$ cat config.mk
export PLATFORM = sky130hd
export DESIGN_NAME = uart_rx_core
export DESIGN_NICKNAME = d
export VERILOG_FILES = /design/src/rtl/uart_rx_pkg.sv /design/src/rtl/rx_line_cond.sv /design/src/rtl/rx_frame_fsm.sv /design/src/rtl/rx_buffer.sv /design/src/rtl/uart_rx_core.sv
export SDC_FILE = /design/constraint.sdc
export NUM_CORES = 1
export LEC_CHECK = 0
export BUFFER_PORTS_ARGS = -buffer_cell sky130_fd_sc_hd__buf_4
export CAP_MARGIN = 30
export CORE_ASPECT_RATIO = 0.75
export CORE_MARGIN = 5
export CORE_UTILIZATION = 45
export CTS_BUF_LIST = sky130_fd_sc_hd__clkbuf_8 sky130_fd_sc_hd__clkbuf_16
export DETAILED_ROUTE_END_ITERATION = 10
export GPL_ROUTABILITY_DRIVEN = 1
export PLACE_DENSITY = 0.74
export SLEW_MARGIN = 20
export SYNTH_ARGS = -nofsm -noshare
export SYNTH_HDL_FRONTEND = slang
export SYNTH_SLANG_ARGS = --single-unit
$ cat constraint.sdc
create_clock -name clk -period 2.8 [get_ports clk]
set_input_delay 0.42 -clock clk [delete_from_list [all_inputs] [get_ports clk]]
set_output_delay 0.42 -clock clk [all_outputs]
set_load 0.02 [all_outputs]
$ cat src/rtl/uart_rx_pkg.sv
package uart_rx_pkg;

  typedef enum logic [1:0] {RX_IDLE, RX_START, RX_FRAME} rx_state_e;

  // character length in bits from the length code
  function automatic logic [3:0] char_bits(input logic [1:0] len_code);
    case (len_code)
      2'd0:    return 4'd7;
      2'd1:    return 4'd8;
      default: return 4'd9;
    endcase
  endfunction

  // elements sampled after the start bit: data + parity + stops
  function automatic logic [3:0] frame_elems(input logic [1:0] len_code,
                                             input logic par_en,
                                             input logic two_stop);
    return char_bits(len_code) + {3'd0, par_en} + 4'd1 + {3'd0, two_stop};
  endfunction

  // buffer position for the data element received in order idx
  function automatic logic [3:0] bit_slot(input logic [3:0] idx,
                                          input logic [1:0] len_code,
                                          input logic msb_first);
    return msb_first ? (char_bits(len_code) - 4'd1 - idx) : idx;
  endfunction

  // one when data ones plus parity bit break the selected rule
  function automatic logic parity_bad(input logic [8:0] data,
                                      input logic par_bit,
                                      input logic odd);
    return ((^data) ^ par_bit) != odd;
  endfunction

endpackage

$ cat src/rtl/rx_line_cond.sv
module rx_line_cond #(
  parameter int SYNC_STAGES = 2
) (
  input  logic clk,
  input  logic rst_n,
  input  logic rxd,
  input  logic line_inv,
  output logic rx_s
);
  logic [SYNC_STAGES-1:0] stage_q;

  generate
    for (genvar g = 0; g < SYNC_STAGES; g++) begin : g_sync
      always_ff @(posedge clk or negedge rst_n) begin
        if (!rst_n)      stage_q[g] <= 1'b1;
        else if (g == 0) stage_q[g] <= rxd ^ line_inv;
        else             stage_q[g] <= stage_q[(g == 0) ? 0 : g-1];
      end
    end
  endgenerate

  assign rx_s = stage_q[SYNC_STAGES-1];
endmodule

$ cat src/rtl/rx_frame_fsm.sv
module rx_frame_fsm
  import uart_rx_pkg::*;
#(
  parameter int OSR = 16,
  parameter int DW  = 9
) (
  input  logic          clk,
  input  logic          rst_n,
  input  logic          tick,
  input  logic          rx_en,
  input  logic          rx_s,
  input  logic [1:0]    len_code,
  input  logic          par_en,
  input  logic          par_odd,
  input  logic          two_stop,
  input  logic          msb_first,
  input  logic          data_inv,
  output logic          ovr_chk_evt,
  output logic          done_evt,
  output logic [DW-1:0] frm_data,
  output logic          frm_fe,
  output logic          frm_pe
);
  localparam int PHW = $clog2(OSR);
  localparam logic [PHW-1:0] MID  = PHW'(OSR/2 - 1);
  localparam logic [PHW-1:0] LAST = PHW'(OSR - 1);

  rx_state_e      state;
  logic [PHW-1:0] ph;
  logic [3:0]     idx;
  logic [DW-1:0]  shreg;
  logic           par_q, fe_q;
  logic [3:0]     nbits, last_idx;
  logic           samp_evt;

  assign nbits    = char_bits(len_code);
  assign last_idx = frame_elems(len_code, par_en, two_stop) - 4'd1;
  assign samp_evt = rx_en && tick && (state == RX_FRAME) && (ph == LAST);
  assign done_evt    = samp_evt && (idx == last_idx);
  assign ovr_chk_evt = samp_evt && (idx == last_idx - 4'd1);
  assign frm_data = shreg;
  assign frm_fe   = fe_q | ~rx_s;
  assign frm_pe   = par_en & parity_bad(shreg, par_q, par_odd);

  always_ff @(posedge clk or negedge rst_n) begin
    if (!rst_n) begin
      state <= RX_IDLE;
      ph    <= '0;
      idx   <= '0;
      shreg <= '0;
      par_q <= 1'b0;
      fe_q  <= 1'b0;
    end else if (!rx_en) begin
      state <= RX_IDLE;
    end else if (tick) begin
      case (state)
        RX_IDLE: if (!rx_s) begin
          state <= RX_START;
          ph    <= '0;
        end
        RX_START: if (ph == MID) begin
          state <= rx_s ? RX_IDLE : RX_FRAME;
          ph    <= '0;
          idx   <= '0;
          shreg <= '0;
          par_q <= 1'b0;
          fe_q  <= 1'b0;
        end else begin
          ph <= ph + 1'b1;
        end
        RX_FRAME: if (ph == LAST) begin
          ph  <= '0;
          idx <= idx + 4'd1;
          if (idx < nbits)
            shreg[bit_slot(idx, len_code, msb_first)] <= rx_s ^ data_inv;
          else if (par_en && idx == nbits)
            par_q <= rx_s ^ data_inv;
          else if (!rx_s)
            fe_q <= 1'b1;
          if (idx == last_idx) state <= RX_IDLE;
        end else begin
          ph <= ph + 1'b1;
        end
        default: state <= RX_IDLE;
      endcase
    end
  end

  // a start bit seen high at its centre must not open a frame
  assert_noise_reject_R12: assert property (@(posedge clk) disable iff (!rst_n)
    (state == RX_START && rx_en && tick && ph == MID && rx_s) |=> state == RX_IDLE);

  // leaving idle needs a low line sample
  assert_start_low_R1: assert property (@(posedge clk) disable iff (!rst_n)
    (state == RX_IDLE && rx_s) |=> state != RX_START);

  // completion and the overrun check never share a sample
  assert_chk_before_done_R6: assert property (@(posedge clk) disable iff (!rst_n)
    !(done_evt && ovr_chk_evt));
endmodule

$ cat src/rtl/rx_buffer.sv
module rx_buffer #(
  parameter int DW = 9
) (
  input  logic          clk,
  input  logic          rst_n,
  input  logic          rx_en,
  input  logic          rd_strobe,
  input  logic          ovr_chk_evt,
  input  logic          done_evt,
  input  logic [DW-1:0] frm_data,
  input  logic          frm_fe,
  input  logic          frm_pe,
  output logic [DW-1:0] rx_data,
  output logic          rx_full,
  output logic          rx_irq,
  output logic          err_overrun,
  output logic          err_framing,
  output logic          err_parity
);
  logic ovr_pend;
  logic load_evt;

  assign load_evt = done_evt && !ovr_pend;

  always_ff @(posedge clk or negedge rst_n) begin
    if (!rst_n) begin
      rx_data     <= '0;
      rx_full     <= 1'b0;
      rx_irq      <= 1'b0;
      ovr_pend    <= 1'b0;
      err_overrun <= 1'b0;
      err_framing <= 1'b0;
      err_parity  <= 1'b0;
    end else begin
      rx_irq <= load_evt;
      if (load_evt)       rx_full <= 1'b1;
      else if (rd_strobe) rx_full <= 1'b0;
      if (load_evt) rx_data <= frm_data;
      if (!rx_en) begin
        ovr_pend    <= 1'b0;
        err_overrun <= 1'b0;
        err_framing <= 1'b0;
        err_parity  <= 1'b0;
      end else if (done_evt) begin
        ovr_pend    <= 1'b0;
        err_overrun <= ovr_pend;
        err_framing <= frm_fe;
        err_parity  <= frm_pe;
      end else if (ovr_chk_evt) begin
        ovr_pend <= rx_full && !rd_strobe;
      end
    end
  end

  assert_irq_with_full_R5: assert property (@(posedge clk) disable iff (!rst_n)
    rx_irq |-> rx_full);

  assert_ovr_no_load_R7: assert property (@(posedge clk) disable iff (!rst_n)
    (done_evt && ovr_pend) |=> (!rx_irq && rx_full && $stable(rx_data)));

  assert_rd_clears_R14: assert property (@(posedge clk) disable iff (!rst_n)
    (rd_strobe && !done_evt) |=> !rx_full);

  assert_ovr_needs_full_R6: assert property (@(posedge clk) disable iff (!rst_n)
    $rose(err_overrun) |-> rx_full);
endmodule

$ cat src/rtl/uart_rx_core.sv
module uart_rx_core
  import uart_rx_pkg::*;
#(
  parameter int OSR         = 16,
  parameter int DW          = 9,
  parameter int SYNC_STAGES = 2
) (
  input  logic          clk,
  input  logic          rst_n,
  input  logic          baud_tick,
  input  logic          rx_en,
  input  logic          rxd,
  input  logic [1:0]    cfg_len,
  input  logic          cfg_par_en,
  input  logic          cfg_par_odd,
  input  logic          cfg_two_stop,
  input  logic          cfg_msb_first,
  input  logic          cfg_data_inv,
  input  logic          cfg_line_inv,
  input  logic          cfg_rts_en,
  input  logic          rd_strobe,
  output logic [DW-1:0] rx_data,
  output logic          rx_full,
  output logic          rx_irq,
  output logic          err_overrun,
  output logic          err_framing,
  output logic          err_parity,
  output logic          err_sum,
  output logic          rts_n
);
  logic          rx_s;
  logic          ovr_chk_evt, done_evt, frm_fe, frm_pe;
  logic [DW-1:0] frm_data;

  rx_line_cond #(.SYNC_STAGES(SYNC_STAGES)) u_line (
    .clk(clk), .rst_n(rst_n), .rxd(rxd), .line_inv(cfg_line_inv), .rx_s(rx_s));

  rx_frame_fsm #(.OSR(OSR), .DW(DW)) u_fsm (
    .clk(clk), .rst_n(rst_n), .tick(baud_tick), .rx_en(rx_en), .rx_s(rx_s),
    .len_code(cfg_len), .par_en(cfg_par_en), .par_odd(cfg_par_odd),
    .two_stop(cfg_two_stop), .msb_first(cfg_msb_first), .data_inv(cfg_data_inv),
    .ovr_chk_evt(ovr_chk_evt), .done_evt(done_evt), .frm_data(frm_data),
    .frm_fe(frm_fe), .frm_pe(frm_pe));

  rx_buffer #(.DW(DW)) u_buf (
    .clk(clk), .rst_n(rst_n), .rx_en(rx_en), .rd_strobe(rd_strobe),
    .ovr_chk_evt(ovr_chk_evt), .done_evt(done_evt), .frm_data(frm_data),
    .frm_fe(frm_fe), .frm_pe(frm_pe), .rx_data(rx_data), .rx_full(rx_full),
    .rx_irq(rx_irq), .err_overrun(err_overrun), .err_framing(err_framing),
    .err_parity(err_parity));

  assign err_sum = err_overrun | err_framing | err_parity;
  assign rts_n   = cfg_rts_en ? ~(rx_en & ~rx_full) : 1'b0;

  // after a store the buffer is full, so a ready indication must be withdrawn
  assert_rts_busy_R13: assert property (@(posedge clk) disable iff (!rst_n)
    (cfg_rts_en && rx_irq) |-> rts_n);

  assert_sum_follows_R8: assert property (@(posedge clk) disable iff (!rst_n)
    $rose(err_parity) |-> err_sum);
endmodule

==> results_dict.tcl <==
set metrics [dict create \
    outcome "completed" \
    p_switching_w 0.0003827 \
    final_design_area_no_fill_sq_um 2910 \
    p_clk_frac 0.354 \
    worst_hold_path_type "input port to asynchronous set/reset pin" \
    timing.critical_path.slowest_stage_cell "dfrtp_1" \
    timing.final.hold_violations 0 \
    crit_family "simple AND/OR/NAND/NOR gates" \
    mappedNetlistNets 269 \
    postSynthRegisterBits 38 \
    final.period_utilization 0.9032 \
    numClockSinks 38 \
    tritoncts_clock_tree "yes" \
    final-instance-count-excl-fill 348 \
    gp_congestion 0.8624 \
    finalWorstPathRequiredPeriod_ns 2.529 \
    worst-setup-path-type "register to register" \
    yosys_warnings 0 \
    slew_violations 0 \
    antennaDiodeCount 0 \
    timing.slew.headroom 0.6311 \
    ys_dominant_reg_cell "dfrtp_1" \
    final_util 0.5467 \
    post-route-drc-count 0 \
    max-clock-path-buffers 2 \
    grt_setup_unrepaired "false" \
    finalSetupViolations 0 \
    worst-slew-pin-transition_ns 0.5476 \
    vdd.ir_drop.worst_mv 0.2629 \
    global_route_wire_length_before_repair_um 9073 \
    skew_ns 0.009470 \
    core_area_sq_um 5324 \
    power.internal_w 0.0009723 \
    crit_path_from "u_fsm.idx[0]" \
    die_x_extent_um 95.37 \
    postCtsSetupRepairBufs 0 \
    power.density_nw_per_um2 465.6 \
    r2r_cells 9 \
    place_area_sq_um 2798 \
    cts_repair_resize_count 0 \
    maximum_number_of_pins_on_one_net_before_global_route_repair 39 \
    floorplan.die.height_um 74.03 \
    cts-root-buf "clkbuf_8" \
    cts.reportedPaths.clkPinSlew_ns 0.08 \
    floorplan.initialDensity 0.4620 \
    final_hpwl_dp_um 3935 \
    leakage_nw 1.370 \
    final_nets 307 \
    numPlacedInstances 341 \
    ant_nets 0 \
    portbufs 30 \
    ys_async_sr_fraction 1.000 \
    tritoncts.num_buffers 5 \
    p_sw_frac 0.2824 \
    crit_path_max_incr_delay_ns 0.46 \
    top_level_ports 31 \
    yosys.cell_types.count 53 \
    dr.pass1.iters 4 \
    track_usage 0.1682 \
    via_count 1821 \
    grt_remaining_overflow 0 \
    cp.buffers_inverters 2 \
    rows 23 \
    endpoint_kind "register" \
    detail_route.wirelength_um 5251 \
    worstSetupStartpointType "register" \
    postCtsHoldBufs 0 \
    via_per_inst 5.233 \
    design.die.area_sq_um 7060 \
    grt_antenna_before_repair 0 \
    fraction_of_power_consumed_by_combinational_cells 0.212 \
    synthesis.area_sq_um 2460 \
    max_cap_viol_count 0 \
    critical_register_to_register_path_startpoint "u_fsm.idx[0]" \
    fmax_mhz 395.4 \
    post_synth.cell_area_avg_sq_um 10.47 \
    syn_inst 235 \
    routed_wire_length_per_instance_um 15.09 \
    grt_pass1_vias 1841 \
    num-fill-cells 479 \
    timing.critical_path.cells "inv_1 > ha_1 > inv_1 > fa_1 > xnor2_1 > mux2i_1 > nor3b_1 > nand3_1 > mux2i_1" \
    power_frac_seq 0.434 \
    worst-endpoint-required_ns 2.95 \
    cp_num_cells 9 \
    critical_path_peak_fanout 6 \
    clock_insertion_delay_worst_skew_ns 0.30 \
    h_tree_depth 2 \
    dr.first_iter.drc_count 148 \
    synthToLayoutAreaGrowth_pct 18.31 \
    post_route_cells_drive_above_1_share 0.2161 \
    synth-seq-area-share 0.3876 \
    count_of_flip_flops_with_a_built_in_enable_after_synthesis 0 \
    crit_arrival_ns 2.68 \
]
[cells in the final DEF, fill, tap and decap left out, types with 5 or more instances in the layout]
| cell | synthesis | layout |
|---|---|---|
| inv_1 | 14 | 14 |
| o21ai_0 | 9 | 9 |
| a21oi_1 | 5 | 5 |
| mux2_1 | 9 | 9 |
| clkbuf_8 | 0 | 6 |
| mux2i_1 | 14 | 14 |
| nand3_1 | 15 | 15 |
| xnor2_1 | 13 | 13 |
| nand2_1 | 27 | 27 |
| dfrtp_1 | 36 | 36 |
| xor2_1 | 7 | 7 |
| buf_4 | 0 | 36 |
| ha_1 | 16 | 16 |
| nor2_1 | 7 | 7 |
[registers in the layout (all words and copies together), names as in the netlist]
| name | cells |
|---|---|
| u_fsm.fe_q | 1 |
| u_buf.ovr_pend | 1 |
| u_buf.rx_irq | 1 |
| u_buf.err_overrun | 1 |
| u_fsm.ph | 4 |
| u_fsm.par_q | 1 |
| u_fsm.state | 2 |
| u_buf.rx_full | 1 |
| u_fsm.idx | 4 |
| u_buf.rx_data | 9 |
| u_line.rx_s | 1 |
| u_buf.err_framing | 1 |
| u_buf.err_parity | 1 |
| u_fsm.frm_data | 9 |
| u_line.stage_q | 1 |
[power by group through the flow]
stage               Combinational, W  Clock, W  Sequential, W
detailed placement          0.000287         0       0.000599
finish                      0.000287  0.000480       0.000588
floorplan                   0.000207         0       0.000594
CTS                         0.000289  0.000491       0.000588
global route                0.000327  0.000512       0.000591
global placement            0.000278         0       0.000600
[cell families after synthesis]
kind of cell,after synthesis,share of synthesized area
flip-flops,38,0.3876
AO/OA/AOI/OAI,31,0.08698
multiplexers,24,0.1027
buffers and inverters,20,0.04018
adder cells (fa/ha/maj),19,0.1058
AND/OR/NAND/NOR,83,0.2055
XOR/XNOR,20,0.07121
[per-stage QoR]
step | total power [W] | setup TNS [ns] | setup slack, ns | hold slack, ns
finish | 0.001355 | 0 | 0.2712 | 0.09257
global route | 0.001431 | 0 | 0.08200 | 0.1243
CTS | 0.001368 | 0 | 0.2724 | 0.09677
detailed placement | 0.0008862 | -0.2115 | -0.05263 | 0.3488
global placement | 0.0008780 | 0 | 0.03913 | 0.3459
floorplan | 0.0008007 | 0 | 0.08515 | 0.1244
[final timing paths]
kind	end	slack, ns
setup / recovery	u_fsm.frm_data[3]	0.27
hold / removal	u_fsm.par_q	0.09
setup reg to reg	u_fsm.frm_data[3]	0.27
hold reg to reg	u_line.rx_s	0.36
max in group asynchronous	u_line.rx_s	2.35
min in group clk	u_line.stage_q[0]	0.26
[routing by layer]
metal  up-vias  routed length (um)  track usage
li1        899                   -            -
met2        41                2230       0.2327
met1       874                2690       0.2569
met3         7                 243      0.03640
met4         0                  86      0.06151
met5         -                   0            0
[cells in the mapped netlist, types with 2 or more instances]
cell type,n,share of area
a21oi_1,5,0.010
buf_6,3,0.014
nor3_1,3,0.0061
dfstp_2,2,0.021
xor2_1,7,0.025
dfrtp_1,36,0.37
mux2_1,9,0.041
ha_1,16,0.081
o21ai_0,9,0.018
inv_1,14,0.021
and3_1,2,0.0051
nor4_4,2,0.017
clkbuf_1,2,0.0031
nand3b_1,4,0.012
nand2_1,27,0.041
nand3_1,15,0.031
fa_1,3,0.024
nor3b_1,3,0.0092
a31oi_1,2,0.0051
nand4_1,2,0.0051
nor2b_1,2,0.0051
o2111ai_1,3,0.011
nand2b_1,3,0.0076
mux2i_1,14,0.057
nor2_1,7,0.011
xnor2_1,13,0.046
[area by class of cell]
type | instances | area, sq um | share of cell area
Multi-Input combinational cell | 177 | 1408 | 0.4837
Clock inverter | 1 | 30.03 | 0.01032
Sequential cell | 38 | 953.4 | 0.3276
Inverter | 14 | 52.55 | 0.01806
Tap cell | 75 | 93.84 | 0.03224
Timing Repair Buffer | 37 | 290.3 | 0.09974
Clock buffer | 6 | 82.58 | 0.02837
Note: power is estimated with default switching activity, not from simulation.
